File: src/rtl/mdio_ctrl.sv
module mdio_ctrl #(
  parameter int PRE_BITS = 32,
  parameter int CNT_W    = 7
) (
  input  logic        clk,
  input  logic        rst_n,
  input  logic        reg_wr,
  input  logic [2:0]  reg_addr,
  input  logic [15:0] reg_wdata,
  output logic [15:0] reg_rdata,
  output logic        mdc,
  output logic        mdio_out,
  output logic        mdio_oe,
  input  logic        mdio_in
);
  localparam int FRAME_BITS = 32;
  localparam int BIT_W      = $clog2(PRE_BITS + FRAME_BITS + 1);
  localparam logic [2:0] A_MODE = 3'd0, A_CMD = 3'd1, A_ADDR = 3'd2,
                         A_TXD  = 3'd3, A_RXD = 3'd4, A_STAT = 3'd5;

  logic [8:0]       mode_q;
  logic [2:0]       cmd_q;
  logic [4:0]       phy_q, rga_q;
  logic [15:0]      tx_q, rx_q, sh_q;
  logic             link_fail, invalid, pend, pend_wr;
  logic             active, op_wr, op_scan, op_nopre;
  logic [31:0]      frame_q;
  logic [CNT_W-1:0] cnt;
  logic [BIT_W-1:0] bitcnt;

  wire [CNT_W-1:0] half    = (mode_q[CNT_W:1] == '0) ? CNT_W'(1) : mode_q[CNT_W:1];
  wire [BIT_W-1:0] pre_len = op_nopre ? '0 : BIT_W'(PRE_BITS);
  wire [BIT_W-1:0] last    = pre_len + BIT_W'(FRAME_BITS - 1);
  wire [BIT_W-1:0] j       = bitcnt - pre_len;
  wire             in_pre  = bitcnt < pre_len;
  wire             busy    = active | pend | cmd_q[0];
  wire             tick    = cnt == half - CNT_W'(1);
  wire             start   = !active && (pend || cmd_q[0]);
  wire             wr_sel  = pend & pend_wr;
  wire             cmd_wr  = reg_wr && reg_addr == A_CMD;

  assign mdio_out = !active ? 1'b1 : (in_pre ? 1'b1 : frame_q[~j[4:0]]);
  assign mdio_oe  = active && (in_pre || op_wr || j < BIT_W'(14));

  always_comb begin
    case (reg_addr)
      A_MODE:  reg_rdata = {7'd0, mode_q};
      A_CMD:   reg_rdata = {13'd0, cmd_q};
      A_ADDR:  reg_rdata = {3'd0, rga_q, 3'd0, phy_q};
      A_TXD:   reg_rdata = tx_q;
      A_RXD:   reg_rdata = rx_q;
      A_STAT:  reg_rdata = {13'd0, invalid, busy, link_fail};
      default: reg_rdata = '0;
    endcase
  end

  always_ff @(posedge clk) begin
    if (!rst_n) begin
      mode_q <= '0; cmd_q <= '0; phy_q <= '0; rga_q <= '0; tx_q <= '0;
    end else if (reg_wr) begin
      case (reg_addr)
        A_MODE: mode_q <= {reg_wdata[8:1], 1'b0};
        A_CMD:  cmd_q  <= reg_wdata[2:0];
        A_ADDR: begin phy_q <= reg_wdata[4:0]; rga_q <= reg_wdata[12:8]; end
        A_TXD:  tx_q   <= reg_wdata;
        default: ;
      endcase
    end
  end

  always_ff @(posedge clk) begin
    if (!rst_n) begin
      pend <= 1'b0; pend_wr <= 1'b0; active <= 1'b0; op_wr <= 1'b0;
      op_scan <= 1'b0; op_nopre <= 1'b0; frame_q <= '0; cnt <= '0;
      bitcnt <= '0; mdc <= 1'b0; sh_q <= '0; rx_q <= '0;
      link_fail <= 1'b0; invalid <= 1'b0;
    end else begin
      if (cmd_wr && !busy && (reg_wdata[1] || reg_wdata[2])) begin
        pend    <= 1'b1;
        pend_wr <= reg_wdata[2];
      end
      if (cmd_wr && reg_wdata[0] && !cmd_q[0]) invalid <= 1'b1;
      if (start) begin
        active   <= 1'b1;
        pend     <= 1'b0;
        op_wr    <= wr_sel;
        op_scan  <= !pend;
        op_nopre <= mode_q[8];
        frame_q  <= {2'b01, wr_sel ? 2'b01 : 2'b10, phy_q, rga_q,
                     wr_sel ? {2'b10, tx_q} : 18'h0};
        bitcnt   <= '0;
        cnt      <= '0;
        mdc      <= 1'b0;
      end else if (active) begin
        if (tick) begin
          cnt <= '0;
          mdc <= ~mdc;
          if (mdc) begin
            if (bitcnt == last) begin
              active <= 1'b0;
              if (!op_wr) rx_q <= sh_q;
              if (op_scan) begin
                link_fail <= ~sh_q[2];
                invalid   <= 1'b0;
              end
            end else begin
              bitcnt <= bitcnt + BIT_W'(1);
            end
          end else if (!op_wr && !in_pre && j >= BIT_W'(16)) begin
            sh_q <= {sh_q[14:0], mdio_in};
          end
        end else begin
          cnt <= cnt + CNT_W'(1);
        end
      end
    end
  end


  busy_on_cmd_chk: assert property (@(posedge clk) disable iff (!rst_n)
    (cmd_wr && !busy && (reg_wdata[1] || reg_wdata[2])) |=> busy);


  idle_quiet_chk: assert property (@(posedge clk) disable iff (!rst_n)
    !busy |-> (!mdc && !mdio_oe));


  stable_high_chk: assert property (@(posedge clk) disable iff (!rst_n)
    mdc |-> $stable({mdio_out, mdio_oe}));


  mdc_toggle_chk: assert property (@(posedge clk) disable iff (!rst_n)
    (active && $past(active) && !$stable(mdc)) |-> ($past(cnt) == $past(half) - CNT_W'(1)));


  lf_update_chk: assert property (@(posedge clk) disable iff (!rst_n)
    !$stable(link_fail) |-> ($past(active) && !active && $past(op_scan)));
endmodule

File: config.mk
export PLATFORM = sky130hd
export DESIGN_NAME = mdio_ctrl
export DESIGN_NICKNAME = d
export VERILOG_FILES = /design/src/rtl/mdio_ctrl.sv
export SDC_FILE = /design/constraint.sdc
export NUM_CORES = 1
export LEC_CHECK = 0
export BUFFER_PORTS_ARGS = -buffer_cell sky130_fd_sc_hd__clkbuf_2
export CAP_MARGIN = 20
export CORE_MARGIN = 2
export CORE_UTILIZATION = 64
export CTS_BUF_LIST = sky130_fd_sc_hd__clkbuf_8 sky130_fd_sc_hd__clkbuf_16
export DETAILED_ROUTE_END_ITERATION = 10
export GPL_ROUTABILITY_DRIVEN = 0
export MAX_ROUTING_LAYER = met4
export PLACE_DENSITY = 0.84
export SLEW_MARGIN = 40
export SYNTH_ARGS = -nofsm -noshare
export SYNTH_HDL_FRONTEND = slang
export SYNTH_SLANG_ARGS = --single-unit
File: constraint.sdc
create_clock -name clk -period 8 [get_ports clk]
set_input_delay 1.2 -clock clk [delete_from_list [all_inputs] [get_ports clk]]
set_output_delay 1.2 -clock clk [all_outputs]
set_load 0.005 [all_outputs]
Word-level counts from Yosys, hierarchy flattened --
Index checks and enable logic that the tools add are counted.
Operators by class: equal/unequal tests 7, order comparisons 4, reduce and logical (&&, ||, !) cells 31, muxes and demuxes 22, bitwise gates (word level) 10, add/sub/neg operators 5
Operators by type and width (count):
- case mux 16 bit (6 select lines) | 1
- 2-to-1 mux 18 bit | 1
- 2-to-1 mux 1 bit | 15
- adder 7 x 1 -> 7 bit (second input constant) | 2
- equality test 7 bit | 2
- 2-to-1 mux 7 bit | 2
- AND reduction 6 bit | 2
- AND reduction 2 bit | 5
- logical AND 1 bit | 9
- adder 6 x 5 -> 7 bit (second input constant) | 1
- greater-or-equal comparator 7 x 5 -> 1 bit (second input constant) | 1
- zero test 7 bit | 1
- less-than comparator 7 x 4 -> 1 bit (second input constant) | 1
- less-than comparator 7 x 6 -> 1 bit | 1
- subtractor 7 x 1 -> 7 bit (second input constant) | 1
- subtractor 7 x 6 -> 7 bit | 1
- equality test 3 x 2 -> 1 bit (second input constant) | 2
- equality test 3 bit (second input constant) | 2
- zero test 1 bit | 6
- less-than comparator 5 x 6 -> 1 bit (second input constant) | 1
- 2-to-1 mux 6 bit | 1
- NOT 1 bit | 6
- binary-select mux 1 bit (select 5 bit) | 1
- NOT 5 bit | 1
- other kinds (9) | 13
Storage, ports and cells: logic and storage cells 98, flip-flop bits (word level) 123, input bits 23

Longest topological paths before layout --
depth after elaboration 11, mapped depth 13

Worst setup path before layout --
No wires, ideal clock.
kind input-to-output, start point input reg_addr[0], end point output reg_rdata[13], setup slack 4.470 ns, stages on the path 5, data arrival time 2.330 ns, buffers on the path 2, path through clkbuf_1 -> nor2_1 -> and2_1 -> clkbuf_1 -> a22o_1
On the way: word-level cells in the longest chain between the ends 2, elaborated cells between the ends (all ways) 7
RTL lines:
- from (decl) | line 8 | input logic [2:0] reg_addr,
- equality test 3 bit (tied with other cells) | line 46 | case (reg_addr)
- case mux 16 bit (6 select lines) (*) | line 46
- to (decl) | line 10 | output logic [15:0] reg_rdata,
Every way passes the cells marked *; elsewhere a longest branch is shown, timed or not.

Worst setup path after layout --
start point register bitcnt[0], end point output mdio_out
On the way: word-level cells in the longest chain between the ends 6, elaborated cells between the ends (all ways) 7
RTL lines:
- from (decl) | line 29 | logic [BIT_W-1:0] bitcnt;
- from (signal assigned) | line 107 | bitcnt <= bitcnt + BIT_W'(1);
- subtractor 7 x 6 -> 7 bit | line 34 | wire [BIT_W-1:0] j = bitcnt - pre_len;
- NOT 5 bit | line 42 | assign mdio_out = !active ? 1'b1 : (in_pre ? 1'b1 : frame_q[~j[4:0]]);
- binary-select mux 1 bit (select 5 bit) | line 42
- 2-to-1 mux 1 bit (implied by the code) | line 42
- 2-to-1 mux 1 bit (*) (2 in a row) | line 42
- to (decl) | line 12 | output logic mdio_out,
Every way passes the cells marked *; elsewhere a longest branch is shown, timed or not. The select of a mux whose other input is x is not followed.

==> flow_summary_export.csv <==
group,metric,value,unit
run_status,outcome,"finished clean",
floorplanning,fp.dieH,96.3,um
clock_network,numCtsBuffers,17,
routing,wl,14.3,mm
power,ir_drop,0.153,mV
power,power,1.52,mW
clock_network,cts_max_level,4,
logic_synthesis,syn_inst,615,
global_route,grt.overflow.total,0,
logic_synthesis,syn_nets,643,
floorplanning,num_io_pins,42,
routing,via_per_inst,6.41,
worst_hold_path,hp-class,"flop to flop",
clock_network,hold_buffers,0,
critical_path,critPathRequiredTime,6.80,ns
power,power_density,242,nW/um2
place,io_buffers,41,
clock_network,cts_max_path_buffers,2,
sta,fin_skew,0.00783,ns
job,maxCapViolCount,0,
floorplanning,dieArea,9270,um2
critical_path,critPathCaptureType,"output port",
routing,drtPass1Iterations,6,
logic_synthesis,synth_area,5450,um2
critical_path,reg2reg_slack,4.43,ns
logic_synthesis,async_flop_share,0,%
clock_network,cts.sinks,120,
sta,drv_slew,0,
logic_synthesis,yosys_warnings,0,
cells_and_area,diodes,0,
sta,fmax,0.238,GHz
cells_and_area,nets,662,
cells_and_area,drive_gt1_share,15.1,%
place,dp_hpwl,9.08,mm
worst_hold_path,whs_endpoint,"frame_q[27]",
floorplanning,start_util,66.3,%
logic_synthesis,synthTopCellsByArea,"dfxtp_1 44%, nand2_1 9.2%, a21boi_0 6.2%",
worst_hold_path,hold-path-cell-count,2,
cells_and_area,final_cell_mix,"133 x nand2_1, 120 x dfxtp_1, 45 x a21boi_0",
cells_and_area,final_common_cell,"nand2_1",
clock_network,cts_tree,"yes",
global_route,grt_util_all_layers,33.5,%
routing,drtIter0Drc,510,
critical_path,worstRegToRegCells,9,
logic_synthesis,synth_cell_type_count,55,
worst_hold_path,hp-start,"frame_q[27]",
critical_path,worstSetupPathType,"flop to output port",
sta,post-route-period-util,52.5,%
routing,drc,0,
logic_synthesis,synth_top_area_share,44.1,%
routing,antenna_left,0,
critical_path,r2r_start,"mode_q[3]",
clock_network,post_cts_buffers,0,
cells_and_area,syn_to_final_growth,15.1,%
sta,rsz0062_at_grt,"no",
sta,setup_viol,0,
power,power.leakage,2.22,nW
cells_and_area,stdcell_area,6270,um2
routing,vias,4818,
critical_path,rr_endpoint,"bitcnt[5]",
clock_network,cts_resized,0,
sta,fin_tns_setup,0,ns
sta,relSlewSlack,46.5,%
logic_synthesis,synth-seq-cells,120,
sta,worstMarginPinSlew,0.799,ns
place,dpl-instance-area,5610,um2
global_route,grt_antenna_before_repair,0,
clock_network,clock_latency,0.52,ns
clock_network,cts_root_buf,"clkbuf_8",
global_route,grt_pass1_wl,22.8,mm
global_route,grt_pass1_vias,4718,
clock_network,clk_pin_slew,0.06,ns
logic_synthesis,synth_edf_count,0,
sta,finalHoldViolCount,0,
floorplanning,core-area,8220,um2
logic_synthesis,yosysTopAreaCell,"dfxtp_1",
critical_path,critPathLaunchType,"flop",
critical_path,cp_max_fo,15,
critical_path,startpoint,"bitcnt[0]",
logic_synthesis,ys_seq_area_share,44.1,%
critical_path,worst_ep_arrival_time,3.00,ns
floorplanning,row_count,33,
global_route,grt_max_degree,92,
floorplanning,die_x,96.3,um
routing,wl_per_cell,19.1,um
logic_synthesis,synth-main-ff-cell,"dfxtp_1",
logic_synthesis,syn_area_per_cell,8.86,um2
sta,min_period,4.20,ns
cell usage after synthesis, types with 6 or more instances:
cell type	instances
nor2_1	15
a22oi_1	13
or3_1	6
a21boi_0	45
a22o_1	19
nor3_1	7
mux2i_1	28
o22ai_1	6
nand2_1	133
inv_1	6
nor4_1	7
o21ai_0	32
nand2b_1	6
xnor2_1	9
dfxtp_1	120
a21oi_1	14
clkbuf_1	39
nand3_1	23
mux4_2	8
nor2b_1	10
layout make-up:
type / instances / area (um2)
Sequential cell: 120 / 2400
Inverter: 6 / 22.5
Clock inverter: 15 / 224
Fill cell: 567 / 1940
Clock buffer: 17 / 414
Multi-Input combinational cell: 443 / 2830
Timing Repair Buffer: 46 / 255
Tap cell: 105 / 131
sequential cells by signal (all words and copies together), names as in the netlist:
| signal | cells |
|---|---|
| frame_q | 29 |
| rx_q | 16 |
| sh_q | 16 |
| tx_q | 16 |
| mode_q | 8 |
| bitcnt | 7 |
| cnt | 7 |
| phy_q | 5 |
| rga_q | 5 |
| cmd_q | 3 |
| active | 1 |
| invalid | 1 |
| link_fail | 1 |
| mdc | 1 |
| op_nopre | 1 |
| op_scan | 1 |
| pend | 1 |
| pend_wr | 1 |
critical path: stages, from the launching register on:
cell,delay [ns]
dfxtp_1,0.77
mux4_2,0.60
mux4_2,0.45
nor2b_1,0.14
a2111o_1,0.39
clkbuf_2,0.12
metrics by stage:
step / instances / utilization, % / worst slack [ns] / hold WS, ns
detailed placement: 719 / 68.3 / 4.08 / 0.454
finish: 752 / 76.4 / 3.80 / 0.473
global route: 752 / 76.4 / 3.67 / 0.489
floorplan: 615 / - / 4.47 / 0.437
CTS: 751 / 76.0 / 3.76 / 0.476
global placement: 717 / 68.1 / 4.19 / 0.452
where the power goes:
part | internal, mW | switching [mW]
clock | 0.539 | 0.289
combinational | 0.0281 | 0.0534
sequential | 0.604 | 0.00814
total | 1.17 | 0.350
worst max-delay path by stage:
stage | end | slack [ns] | depth (start not counted)
after global placement | reg_rdata[14] | 4.19 | 5
after floorplan | reg_rdata[13] | 4.47 | 5
final | mdio_out | 3.80 | 5
after CTS | mdio_out | 3.76 | 5
after detailed placement | reg_rdata[10] | 4.08 | 6
after global routing | mdio_out | 3.67 | 5
logic make-up after synthesis:
logic type               Yosys count  synth area share (%)
flip-flops                       120                  44.1
AND/OR/NAND/NOR                  236                  20.3
adder cells (fa/ha/maj)            5                  1.15
XOR/XNOR                          10                  1.61
buffers and inverters             52                  4.22
multiplexers                      40                  9.27
AO/OA/AOI/OAI                    152                  19.4
per-layer routing:
metal	vias up	GRT usage (%)	part of all wire, %
met5	-	-	0
met4	0	15.5	3.4
met3	48	7.60	6.7
met2	229	55.1	50
met1	2313	39.1	40
li1	2228	-	-
No activity file was read; power rests on OpenSTA's default activity.
